[src/rtl/gcp_pkg.sv]
package gcp_pkg;
  parameter int unsigned GAIN_W       = 6;
  parameter int unsigned SYNC_STAGES  = 2;
  parameter int unsigned CODE_MIN     = 1;
  parameter int unsigned CODE_MAX     = 42;
  parameter int unsigned ZERO_DB_CODE = 10;
endpackage

[src/rtl/gcp_sync.sv]
module gcp_sync #(
  parameter int unsigned W      = 3,
  parameter int unsigned STAGES = 2,
  parameter logic [W-1:0] RST_VAL = '0
) (
  input  logic         clk_i,
  input  logic         rst_ni,
  input  logic [W-1:0] d_i,
  output logic [W-1:0] q_o
);
  logic [W-1:0] stg_q [STAGES];

  always_ff @(posedge clk_i or negedge rst_ni) begin
    if (!rst_ni) begin
      for (int i = 0; i < STAGES; i++) stg_q[i] <= RST_VAL;
    end else begin
      stg_q[0] <= d_i;
      for (int i = 1; i < STAGES; i++) stg_q[i] <= stg_q[i-1];
    end
  end

  assign q_o = stg_q[STAGES-1];
endmodule

[src/rtl/gcp_frame.sv]
module gcp_frame #(
  parameter int unsigned GW    = 6,
  parameter int unsigned CNT_W = 4
) (
  input  logic          clk_i,
  input  logic          rst_ni,
  input  logic          sclk_rise_i,
  input  logic          sclk_fall_i,
  input  logic          frame_act_i,
  input  logic          frame_start_i,
  input  logic          frame_end_i,
  input  logic          sdata_i,
  output logic [GW-1:0] gain_o,
  output logic          sdata_o,
  output logic          commit_o
);
  localparam int unsigned FRAME_LEN = GW + 2;
  localparam logic [CNT_W-1:0] CNT_MAX  = '1;
  localparam logic [CNT_W-1:0] CNT_LEN  = CNT_W'(FRAME_LEN);
  localparam logic [CNT_W-1:0] CNT_DATA = CNT_W'(2);
  localparam logic [CNT_W-1:0] CNT_LAST = CNT_W'(FRAME_LEN - 1);

  logic [CNT_W-1:0] cnt_q;
  logic             wr_mode_q;
  logic [GW-1:0]    shift_q;
  logic [GW-1:0]    gain_q;
  logic             sdo_q;

  logic             rise_act, fall_act, rd_slot;
  logic [CNT_W-1:0] rd_idx;
  logic [GW-1:0]    rd_shift;

  assign rise_act = sclk_rise_i & frame_act_i;
  assign fall_act = sclk_fall_i & frame_act_i;
  assign commit_o = frame_end_i & wr_mode_q & (cnt_q == CNT_LEN);
  // read slot k-2 follows rising edge k, k in 2..FRAME_LEN-1
  assign rd_slot  = !wr_mode_q && (cnt_q >= CNT_DATA) && (cnt_q <= CNT_LAST);
  assign rd_idx   = cnt_q - CNT_DATA;
  assign rd_shift = gain_q >> rd_idx;

  always_ff @(posedge clk_i or negedge rst_ni) begin
    if (!rst_ni) begin
      cnt_q     <= '0;
      wr_mode_q <= 1'b0;
      shift_q   <= '0;
    end else if (frame_start_i) begin
      cnt_q     <= '0;
      wr_mode_q <= 1'b0;
      shift_q   <= '0;
    end else if (rise_act) begin
      if (cnt_q != CNT_MAX) cnt_q <= cnt_q + 1'b1;
      if (cnt_q == '0) wr_mode_q <= sdata_i;
      if (cnt_q >= CNT_DATA) shift_q <= {sdata_i, shift_q[GW-1:1]};
    end
  end

  always_ff @(posedge clk_i or negedge rst_ni) begin
    if (!rst_ni)       gain_q <= '0;
    else if (commit_o) gain_q <= shift_q;
  end

  always_ff @(posedge clk_i or negedge rst_ni) begin
    if (!rst_ni)           sdo_q <= 1'b0;
    else if (!frame_act_i) sdo_q <= 1'b0;
    else if (fall_act)     sdo_q <= rd_slot & rd_shift[0];
  end

  assign gain_o  = gain_q;
  assign sdata_o = sdo_q;
endmodule

[src/rtl/gcp_decode.sv]
module gcp_decode #(
  parameter int unsigned GW       = 6,
  parameter int unsigned DB_W     = 7,
  parameter int unsigned CODE_MIN = 1,
  parameter int unsigned CODE_MAX = 42,
  parameter int unsigned ZERO_DB  = 10
) (
  input  logic                   en_i,
  input  logic [GW-1:0]          code_i,
  output logic signed [DB_W-1:0] db_o,
  output logic                   mute_o
);
  localparam logic [GW-1:0] C_LO = GW'(CODE_MIN);
  localparam logic [GW-1:0] C_HI = GW'(CODE_MAX);
  localparam logic signed [DB_W-1:0] OFFS = DB_W'(ZERO_DB);

  logic                   in_rng;
  logic signed [DB_W-1:0] raw_db;

  assign in_rng = (code_i >= C_LO) && (code_i <= C_HI);
  assign raw_db = $signed({{(DB_W-GW){1'b0}}, code_i}) - OFFS;

  always_comb begin
    mute_o = !(en_i && in_rng);
    db_o   = mute_o ? '0 : raw_db;
  end
endmodule

[src/rtl/gain_ctrl_port.sv]
module gain_ctrl_port #(
  parameter int unsigned GAIN_W       = gcp_pkg::GAIN_W,
  parameter int unsigned SYNC_STAGES  = gcp_pkg::SYNC_STAGES,
  parameter int unsigned CODE_MIN     = gcp_pkg::CODE_MIN,
  parameter int unsigned CODE_MAX     = gcp_pkg::CODE_MAX,
  parameter int unsigned ZERO_DB_CODE = gcp_pkg::ZERO_DB_CODE,
  parameter int unsigned DB_W         = GAIN_W + 1
) (
  input  logic                   clk_i,
  input  logic                   rst_ni,
  input  logic                   sclk_i,
  input  logic                   frame_ni,
  input  logic                   sdata_i,
  input  logic                   chan_en_i,
  output logic                   sdata_o,
  output logic [GAIN_W-1:0]      gain_code_o,
  output logic signed [DB_W-1:0] gain_db_o,
  output logic                   mute_o
);
  localparam int unsigned FRAME_LEN = GAIN_W + 2;
  localparam int unsigned CNT_W     = $clog2(FRAME_LEN + 2);

  // bit order: {sdata, frame_n, sclk}
  logic [2:0] pins_s;
  logic       sclk_q, frame_q;
  logic       sclk_rise, sclk_fall, frame_act, frame_start, frame_end, commit;

  gcp_sync #(.W(3), .STAGES(SYNC_STAGES), .RST_VAL(3'b010)) u_sync (
    .clk_i (clk_i),
    .rst_ni(rst_ni),
    .d_i   ({sdata_i, frame_ni, sclk_i}),
    .q_o   (pins_s)
  );

  always_ff @(posedge clk_i or negedge rst_ni) begin
    if (!rst_ni) begin
      sclk_q  <= 1'b0;
      frame_q <= 1'b1;
    end else begin
      sclk_q  <= pins_s[0];
      frame_q <= pins_s[1];
    end
  end

  assign sclk_rise   =  pins_s[0] & ~sclk_q;
  assign sclk_fall   = ~pins_s[0] &  sclk_q;
  assign frame_act   = ~pins_s[1];
  assign frame_start = ~pins_s[1] &  frame_q;
  assign frame_end   =  pins_s[1] & ~frame_q;

  gcp_frame #(.GW(GAIN_W), .CNT_W(CNT_W)) u_frame (
    .clk_i        (clk_i),
    .rst_ni       (rst_ni),
    .sclk_rise_i  (sclk_rise),
    .sclk_fall_i  (sclk_fall),
    .frame_act_i  (frame_act),
    .frame_start_i(frame_start),
    .frame_end_i  (frame_end),
    .sdata_i      (pins_s[2]),
    .gain_o       (gain_code_o),
    .sdata_o      (sdata_o),
    .commit_o     (commit)
  );

  gcp_decode #(
    .GW(GAIN_W), .DB_W(DB_W), .CODE_MIN(CODE_MIN),
    .CODE_MAX(CODE_MAX), .ZERO_DB(ZERO_DB_CODE)
  ) u_dec (
    .en_i  (chan_en_i),
    .code_i(gain_code_o),
    .db_o  (gain_db_o),
    .mute_o(mute_o)
  );
endmodule

[config.mk]
export PLATFORM = sky130hd
export DESIGN_NAME = gain_ctrl_port
export DESIGN_NICKNAME = d
export VERILOG_FILES = /design/src/rtl/gcp_pkg.sv /design/src/rtl/gcp_sync.sv /design/src/rtl/gcp_frame.sv /design/src/rtl/gcp_decode.sv /design/src/rtl/gain_ctrl_port.sv
export SDC_FILE = /design/constraint.sdc
export NUM_CORES = 1
export LEC_CHECK = 0
export CAP_MARGIN = 20
export CORE_ASPECT_RATIO = 0.8
export CORE_MARGIN = 4
export CORE_UTILIZATION = 45
export DETAILED_ROUTE_END_ITERATION = 12
export PLACE_DENSITY = 0.74
export RECOVER_POWER = 50
export SYNTH_ARGS = -nofsm -noshare
export SYNTH_HDL_FRONTEND = slang
export SYNTH_SLANG_ARGS = --single-unit
[constraint.sdc]
create_clock -name clk_i -period 1.5 [get_ports clk_i]
set_input_delay 0.225 -clock clk_i [delete_from_list [all_inputs] [get_ports clk_i]]
set_output_delay 0.225 -clock clk_i [all_outputs]
set_load 0.01 [all_outputs]
Yosys cells after proc, flatten, opt, wreduce, memory -nomap -nowiden
Cells that the tools add are included.

Shift-type cells: 1. Equal/unequal tests: 2. $add $sub $neg: 3. Magnitude comparators: 4. Bitwise gates (word level): 13. Mux-type cells: 12. Reduce and logical (&&, ||, !) cells: 15.

Operators by type and width (number): 6-bit 2-to-1 mux (3); 4-bit 2-to-1 mux (3); 2-bit nonzero test (5); 1-bit AND (9); 7-bit 2-to-1 mux (1); 6-bit by 4-bit subtractor with 7-bit output, second input constant (1); 6-bit by 1-bit greater-or-equal comparator with 1-bit output, second input constant (1); 6-bit less-or-equal comparator, second input constant (1); 2-bit AND reduction (3); 6-bit by 4-bit right shift with 1-bit output (1); 1-bit 2-to-1 mux (5); 4-bit by 1-bit adder with 4-bit output, second input constant (1); 4-bit equality test, second input constant (1); 4-bit by 2-bit greater-or-equal comparator with 1-bit output, second input constant (1); 4-bit by 3-bit less-or-equal comparator with 1-bit output, second input constant (1); 1-bit logical AND (4); 4-bit zero test (1); 4-bit inequality test, second input constant (1); 1-bit inverter (4); 4-bit by 2-bit subtractor with 4-bit output, second input constant (1); 1-bit zero test (2).

Word-level logic and storage cells: 59. Output and inout bits: 15. Input bits: 6. Register bits after elaboration: 26.

Logic depth before layout (Yosys ltp)
Gate-level depths: netlist of the first run.

Word-level depth: 6. Depth in mapped cells: 7. Depth with buffers taken out: 6.

Modules after synthesis
Synthesis of the first run repeated with hierarchy kept, for this count alone.

Cells, all modules: 127. Area total of the unflattened synthesis: 1380.1 um2.

Modules (own cells, without submodules): gcp_frame (area each 959.7 um2, sequential area each 450.4 um2, instances 1, cells an instance 87); gcp_sync (area each 175.2 um2, sequential area each 152.6 um2, instances 1, cells an instance 9); gcp_decode (area each 160.2 um2, sequential area each 0.0 um2, instances 1, cells an instance 24); gain_ctrl_port (area each 85.1 um2, sequential area each 51.3 um2, instances 1, cells an instance 7).

Worst setup path before layout of the first run
OpenSTA, ideal clock, no wires.

Path type: reg2reg. Start: register u_frame.cnt_q[0]. End: register u_frame.shift_q[0]. Buffers on the path: 1. Period minus slack after synthesis: 1.591 ns. Path slack: -0.091 ns. Library setup time: 0.132 ns. Arrival time: 1.459 ns. Required time: 1.368 ns. Stages on the path, launching flop included: 8. Cell sequence: dfrtp_1 buf_2 inv_1 ha_1 nor4_1 nor2_4 mux2i_1 nor2_1.

Longest elaborated chain between the ends: 3.

Ends and longest elaborated chain: start: declaration (line gcp_frame.sv:23) `logic [CNT_W-1:0] cnt_q;`; start signal: assignment (line gcp_frame.sv:51) `if (cnt_q != CNT_MAX) cnt_q <= cnt_q + 1'b1;`; 4-bit by 2-bit greater-or-equal comparator with 1-bit output (line gcp_frame.sv:53) `if (cnt_q >= CNT_DATA) shift_q <= {sdata_i, shift_q[GW-1:1]};`; 2-bit nonzero test (no source line); 2-bit AND reduction (no source line); end signal: assignment (line gcp_frame.sv:53); end: declaration (line gcp_frame.sv:25) `logic [GW-1:0] shift_q;`.

Every way passes these cells. A chain may end at the register's enable or synchronous reset.

Worst setup path after layout of the first run
Start: register u_frame.gain_q[1], in the netlist u_frame.gain_o[1]. End: output gain_db_o[2].

Longest elaborated chain between the ends: 4. Elaborated cells on any way between the ends: 6. Those cells by class: 1 x add/sub; 2 x order compare; 1 x mux; 2 x reduce/logical.

Ends and longest elaborated chain: start: declaration (line gcp_frame.sv:26) `logic [GW-1:0] gain_q;`; start signal: assignment (line gcp_frame.sv:59) `else if (commit_o) gain_q <= shift_q;`; 6-bit by 1-bit greater-or-equal comparator with 1-bit output / 6-bit less-or-equal comparator (equally long branches) (line gcp_decode.sv:20) `assign in_rng = (code_i >= C_LO) && (code_i <= C_HI);`; 1-bit logical AND (line gcp_decode.sv:20); 1-bit logical AND (line gcp_decode.sv:24) `mute_o = !(en_i && in_rng);`; 7-bit 2-to-1 mux (*) (line gcp_decode.sv:25) `db_o = mute_o ? '0 : raw_db;`; end: declaration (line gain_ctrl_port.sv:17) `output logic signed [DB_W-1:0] gain_db_o,`.

Mark *: on every way between the ends. The rest lies on a longest branch, timed or not.

==> summary.md, run 1 <==
| Metric | Value |
|---|---|
| Most common flop cell mapped by yosys | `dfrtp_1` |
| Area Growth Syn to Fin | `41.9%` |
| Critical path type | `reg2out` |
| Sequential share of power | `49.2%` |
| Core area | `2560 µm²` |
| Commonest non-fill, non-tap cell in the layout | `buf_4` |
| CP Cell Sequence | `a21o_1 > a21oi_2 > o211ai_1 > buf_4 > nor2_2 > buf_2` |
| Gate power share | `19.2%` |
| First-pass GRT wire length | `5130 µm` |
| Commonest cells after routing, fill and taps aside | `buf_4, dfrtp_1, nor2_1, mux2i_1, nand2_1` |
| Net switching power | `0.000405 W` |
| Root buffer cell | `clkbuf_4` |
| Post-Synthesis Cells | `116` |
| Initial antenna violation count | `0` |
| GRT overflow | `0` |
| DRT antenna net count | `0` |
| Fmax | `518 MHz` |
| Initial Util | `49.1%` |
| Hold Buf Count CTS | `0` |
| Critical Path Start Type | `flip-flop` |
| Worst reg-to-reg path cell count | `4` |
| Worst-skew pair later-pin latency | `330 ps` |
| Netlist cell types | `34` |
| Net switching fraction of the power | `26.3%` |
| Placed insts | `189` |
| HPWL Detailed | `2230 µm` |
| Maximum VDD drop | `0.808 mV` |
| Min-delay worst type | `reg2reg` |
| Layout cells sized above 1 | `39.0%` |
| Period utilisation layout | `129%` |
| Full die area | `3710 µm²` |
| Number of synthesized flops with an enable pin | `0` |
| Failing checks | `setup timing` |
| Register area share after synthesis | `52.0%` |
| CTS tree | `done` |
| Worst-margin pin slew | `625 ps` |
| Filler cells | `196` |
| Total GRT Usage | `18.2%` |
| Detailed Routing Iterations Pass 1 | `4` |
| Die width | `67.1 µm` |
| CTS Sinks | `26` |
| Largest net degree at the start of global routing | `27` |
| Initial DRC count | `28` |
| Critical Path End | `gain_db_o[2]` |
| Finish-stage setup viols | `9` |
| Hold Slack | `367 ps` |
| Max H-tree Level | `1` |
| Static Leak | `0.866 nW` |
| DR WL/cell | `15.6 µm` |
| Status | `complete, but fails checks` |
| Vias in the first global route | `1075` |
| Util after Layout | `69.7%` |
| Top Ports | `21` |
| RR Startpoint | `u_sync.q_o[1]$_DFF_PN1_` |
| Async set or reset register ratio after synthesis | `100%` |
| Fin. Hold Viols | `0` |
| Via count | `1038` |
| Critical path origin | `u_frame.gain_o[1]$_DFFE_PN0P_` |
| CP Capture Type | `primary output` |
| Crit path DAT | `1710 ps` |
| MaxCap Viol Count | `0` |
| Cell Pwr Density | `862 nW/µm²` |
| Avg Cell Area, Syn | `10.9 µm²` |
| Layout Cells excl Fill | `200` |
| Reg clk slew, reported paths | `140 ps` |
| Crit-path max FO | `4` |
| Worst r2r dst | `u_frame.shift_q[4]$_DFFE_PN0P_` |
| Seq cells post-synth | `26` |
| Rel. slew slack | `58.3%` |
| Skew final | `4.36 ps` |
| Worst path required time | `1270 ps` |
| Detailed-route vias per instance | `5.19` |
| Final Max Slew Viols | `0` |
| Final min period | `1930 ps` |
| RSZ-0062 raised after global routing | `true` |
| Post-Syn Area | `1260 µm²` |
| Clock network power share | `31.6%` |
| Pint | `0.00114 W` |
| CTS Buf Count | `3` |
| Ys Warns | `0` |
| Worst path max stage delay | `450 ps` |
| Die H | `55.3 µm` |
| IO buf count | `20` |
| Row count | `16` |
| Post-route DRC | `0` |
| Pre-CTS WS | `-425 ps` |
| Setup WS post-layout | `-430 ps` |
| ANT cells | `0` |
| Fin nets | `177` |
| Slowest-stage cell, CP | `dfrtp_1` |
| Syn Nets | `128` |
| Final WL | `3110 µm` |
| FF-to-FF setup slack | `0 ps` |
| RD Place Congestion | `0.864` |
| Max Buffers Root-to-Sink | `2` |
| Overall power | `0.00154 W` |
## cells by family after synthesis
group,share of synthesized area [%]
and+or+nand+nor,15.8
buffers and inverters,3.08
DFF,52.0
xor gates and xnor gates,2.09
muxes,10.7
adders and majority gates,5.96
AOI/OAI and AO/OA,10.3
## cell usage after synthesis, drive strengths merged (2+ instances only)
cell type	instances	area share [%]
dfstp	3	6.3
o21ai	7	2.8
inv	8	2.4
nor2	16	5.6
nor4	3	1.5
or3	3	1.5
ha	6	6.0
mux2i	9	7.2
dfrtp	23	46
o211a	2	1.6
xnor2	2	1.4
nand2	8	2.4
a21oi	5	2.0
mux2	4	3.6
## layer usage
layer,GRT usage (%),part of all wire [%],vias up
met5,0,0,-
met4,6.07,1.6,0
met3,4.46,2.9,6
met2,30.7,54,13
met1,22.5,42,518
li1,-,-,501
## power groups by stage
stage | Clock, W | Combinational, W | Sequential, W
CTS | 0.000492 | 0.000262 | 0.000757
floorplan | 0 | 0.000137 | 0.000773
finish | 0.000486 | 0.000296 | 0.000758
global route | 0.000530 | 0.000324 | 0.000763
global placement | 0 | 0.000228 | 0.000768
detailed placement | 0 | 0.000240 | 0.000770
## registers in the layout, indices dropped and copies added (netlist names)
signal and cells:
u_frame.cnt_q 4, u_sync.q_o 3, sclk_q 1, u_frame.gain_o 6, u_frame.wr_mode_q 1, u_frame.shift_q 6, u_frame.sdata_o 1, u_sync.stg_q 3
frame_q 1
## worst min path at each step
stage | from | to | slack, ps | depth (start not counted)
after floorplan | rst_ni | sclk_q$_DFF_PN0_ | -70 | 0
after global placement | u_sync.stg_q[5]$_DFF_PN0_ | u_sync.q_o[2]$_DFF_PN0_ | 330 | 0
after detailed placement | u_sync.stg_q[5]$_DFF_PN0_ | u_sync.q_o[2]$_DFF_PN0_ | 340 | 0
after CTS | rst_ni | u_frame.cnt_q[3]$_DFFE_PN0P_ | 250 | 2
after global routing | u_sync.stg_q[4]$_DFF_PN1_ | u_sync.q_o[1]$_DFF_PN1_ | 380 | 0
final | u_sync.stg_q[4]$_DFF_PN1_ | u_sync.q_o[1]$_DFF_PN1_ | 370 | 0
## critical path, delay by kind of cell, from the launching register on
family / cells / cell delay (ps)
compound gates: 3 / 510
buf+inv: 2 / 320
flops: 1 / 450
simple gates: 1 / 90
## through the flow
stage	setup TNS, ps	area [µm²]
2_1_floorplan	0	1270
3_3_place_gp	-2500	1650
3_5_place_dp	-3080	1650
4_1_cts	-2840	1740
5_1_grt	-3980	1790
6_report	-2840	1790
## final cells by class
cell class | instances | area, µm² | area share, %
Sequential cell | 26 | 657 | 36.8
Multi-Input combinational cell | 80 | 649 | 36.3
Timing Repair Buffer | 46 | 353 | 19.7
Tap cell | 36 | 45.0 | 2.52
Clock inverter | 1 | 30.0 | 1.68
Inverter | 8 | 30.0 | 1.68
Clock buffer | 3 | 22.5 | 1.26
## what timing repair did
item,4_1_cts,5_1_grt
hold endpoints to repair,0,0
pin swaps,13,11
endpoints found under the setup margin,18,24
resized for setup,48,16
buffers inserted,8,3
(Power assumes the default switching activity.)
==> run 2, diff against run 1 <==
PLACE_DENSITY = not set   (was 0.74)
PLACE_DENSITY_LB_ADDON = 0.1   (was not set)
==> run 2 against run 1 <==
Compared with the run above:
- worst setup slack got worse by 83 ps
- fmax fell by 4.1%
- critical path depth rose by 1
- the run still ends with setup timing left
- register-to-register slack barely moved
- non-clock buffer count rose by 6
- sequential power barely moved
- die area did not move
- via count rose by 1.9%
- clock power fell by 1%
- global-route usage fell by 0.93 points
==> summary.md, run 2 (synthesized netlist as in run 1, its figures left out) <==
| Metric | Value |
|---|---|
| Detailed-route vias per instance | `5.14` |
| DR WL met3 | `193 µm` |
| Pint | `0.00115 W` |
| Sequential share of power | `48.9%` |
| Min-delay worst type | `reg2reg` |
| CTS Buf Count | `3` |
| Total GRT Usage | `17.3%` |
| CP Capture Type | `primary output` |
| Full die area | `3710 µm²` |
| RD Place Congestion | `0.791` |
| Crit path DAT | `1790 ps` |
| Via count | `1058` |
| Initial antenna violation count | `0` |
| MaxCap Viol Count | `0` |
| Filler cells | `187` |
| Gate power share | `20.1%` |
| Commonest non-fill, non-tap cell in the layout | `buf_4` |
| IO buf count | `20` |
| ANT cells | `0` |
| Crit-path max FO | `6` |
| Worst-skew pair later-pin latency | `320 ps` |
| Rel. slew slack | `58.4%` |
| Clock network power share | `31.0%` |
| Period utilisation layout | `134%` |
| Net switching power | `0.000398 W` |
| Final Max Slew Viols | `0` |
| Static Leak | `0.921 nW` |
| Root buffer cell | `clkbuf_4` |
| Vias in the first global route | `1066` |
| Fmax | `497 MHz` |
| Setup TNS | `-3360 ps` |
| Max Used Layer | `met3` |
| Setup WS post-layout | `-513 ps` |
| Layout cells sized above 1 | `42.4%` |
| Critical path type | `reg2out` |
| Core area | `2560 µm²` |
| CTS tree | `done` |
| CTS Sinks | `26` |
| Failing checks | `setup timing` |
| Fin. Hold Viols | `0` |
| Pre-CTS WS | `-391 ps` |
| Skew final | `7.08 ps` |
| Critical Path Start Type | `flip-flop` |
| Die H | `55.3 µm` |
| Commonest cells after routing, fill and taps aside | `buf_4, dfrtp_1, nor2_1, buf_6, mux2i_1` |
| RSZ-0062 raised after global routing | `true` |
| Post-route DRC | `0` |
| Max H-tree Level | `1` |
| Routed wl met2 | `1550 µm` |
| Largest net degree at the start of global routing | `27` |
| Worst path required time | `1270 ps` |
| Max Buffers Root-to-Sink | `2` |
| Die width | `67.1 µm` |
| HPWL Detailed | `2090 µm` |
| Maximum VDD drop | `0.759 mV` |
| M1 WL | `1380 µm` |
| Initial Util | `49.1%` |
| Cell Pwr Density | `817 nW/µm²` |
| Fin nets | `183` |
| Finish-stage setup viols | `8` |
| Initial DRC count | `90` |
| GRT overflow | `0` |
| Detailed Routing Iterations Pass 1 | `4` |
| Area Growth Syn to Fin | `50.5%` |
| Top Ports | `21` |
| Status | `complete, but fails checks` |
| Net switching fraction of the power | `25.7%` |
| Worst-margin pin slew | `625 ps` |
| Reg clk slew, reported paths | `140 ps` |
| DR WL/cell | `15.2 µm` |
| First-pass GRT wire length | `4930 µm` |
| Row count | `16` |
| Final WL | `3120 µm` |
| Final min period | `2010 ps` |
| Hold Buf Count CTS | `0` |
| DRT antenna net count | `0` |
-- run 2: cell types whose count changed in the layout (fill, tap and decap cells not counted), sizes merged --
cell           before  now
buf                32   39
clkbuf              7    4
clkdlybuf4s15       1    3
clkdlybuf4s50       2    1
dlymetal6s2s        0    1
-- run 2: worst paths after layout --
kind / endpoint / slack, ps / startpoint / depth (start not counted)
max: gain_db_o[1] / -510 / u_frame.gain_o[1]$_DFFE_PN0P_ / 7
min: u_sync.q_o[1]$_DFF_PN1_ / 360 / u_sync.stg_q[4]$_DFF_PN1_ / 0
max reg2reg: u_frame.sdata_o$_DFFE_PN0P_ / 0 / u_frame.cnt_q[2]$_DFFE_PN0P_ / 5
min reg2reg: u_sync.q_o[1]$_DFF_PN1_ / 360 / u_sync.stg_q[4]$_DFF_PN1_ / 0
max in group asynchronous: u_frame.gain_o[3]$_DFFE_PN0P_ / 640 / rst_ni / 2
min in group asynchronous: u_frame.cnt_q[3]$_DFFE_PN0P_ / 420 / rst_ni / 2
-- run 2: critical path, cell delays in order (launching register included) --
cell and delay (ps):
dfrtp_2 470, a21o_1 180, a21oi_2 180, o211ai_1 140, buf_4 180, buf_6 120
nor2_2 60, buf_2 130
-- run 2: power groups by stage --
stage | registers [W] | logic (W) | clock network (W)
2_1_floorplan | 0.000773 | 0.000137 | 0
3_3_place_gp | 0.000766 | 0.000245 | 0
3_5_place_dp | 0.000768 | 0.000250 | 0
4_1_cts | 0.000755 | 0.000271 | 0.000491
5_1_grt | 0.000761 | 0.000344 | 0.000527
6_report | 0.000757 | 0.000311 | 0.000479
-- run 2: repair_timing --
| action | 4_1_cts | 5_1_grt |
|---|---|---|
| hold endpoints to repair | 0 | 0 |
| pin swaps | 7 | 14 |
| setup endpoints to repair | 15 | 26 |
| setup buffers | 9 | 6 |
| resized for setup | 46 | 34 |
-- run 2: stage by stage --
step | utilization, % | cell area (µm²) | cells | power, W | hold slack (ps)
detailed placement | 64.9 | 1660 | 191 | 0.00102 | 340
floorplan | - | 1270 | 116 | 0.000910 | -70.6
CTS | 68.7 | 1760 | 203 | 0.00152 | 244
global route | 73.9 | 1890 | 206 | 0.00163 | 367
global placement | 64.9 | 1660 | 191 | 0.00101 | 334
finish | 73.9 | 1890 | 206 | 0.00155 | 364
-- run 2: area by class of cell --
| type | instances | area (µm²) | area share [%] |
|---|---|---|---|
| multi-input cells | 80 | 667 | 35.2 |
| repair buffers | 52 | 442 | 23.3 |
| well taps | 36 | 45.0 | 2.38 |
| clock inverters | 1 | 30.0 | 1.59 |
| inverters | 8 | 30.0 | 1.59 |
| flip-flops and latches | 26 | 658 | 34.7 |
| clock buffers | 3 | 22.5 | 1.19 |
-- run 2: layer usage --
| metal | GRT usage (%) | up-vias |
|---|---|---|
| met5 | 0 | - |
| met1 | 22.9 | 512 |
| li1 | - | 515 |
| met4 | 5.78 | 0 |
| met2 | 26.9 | 31 |
| met3 | 4.87 | 0 |
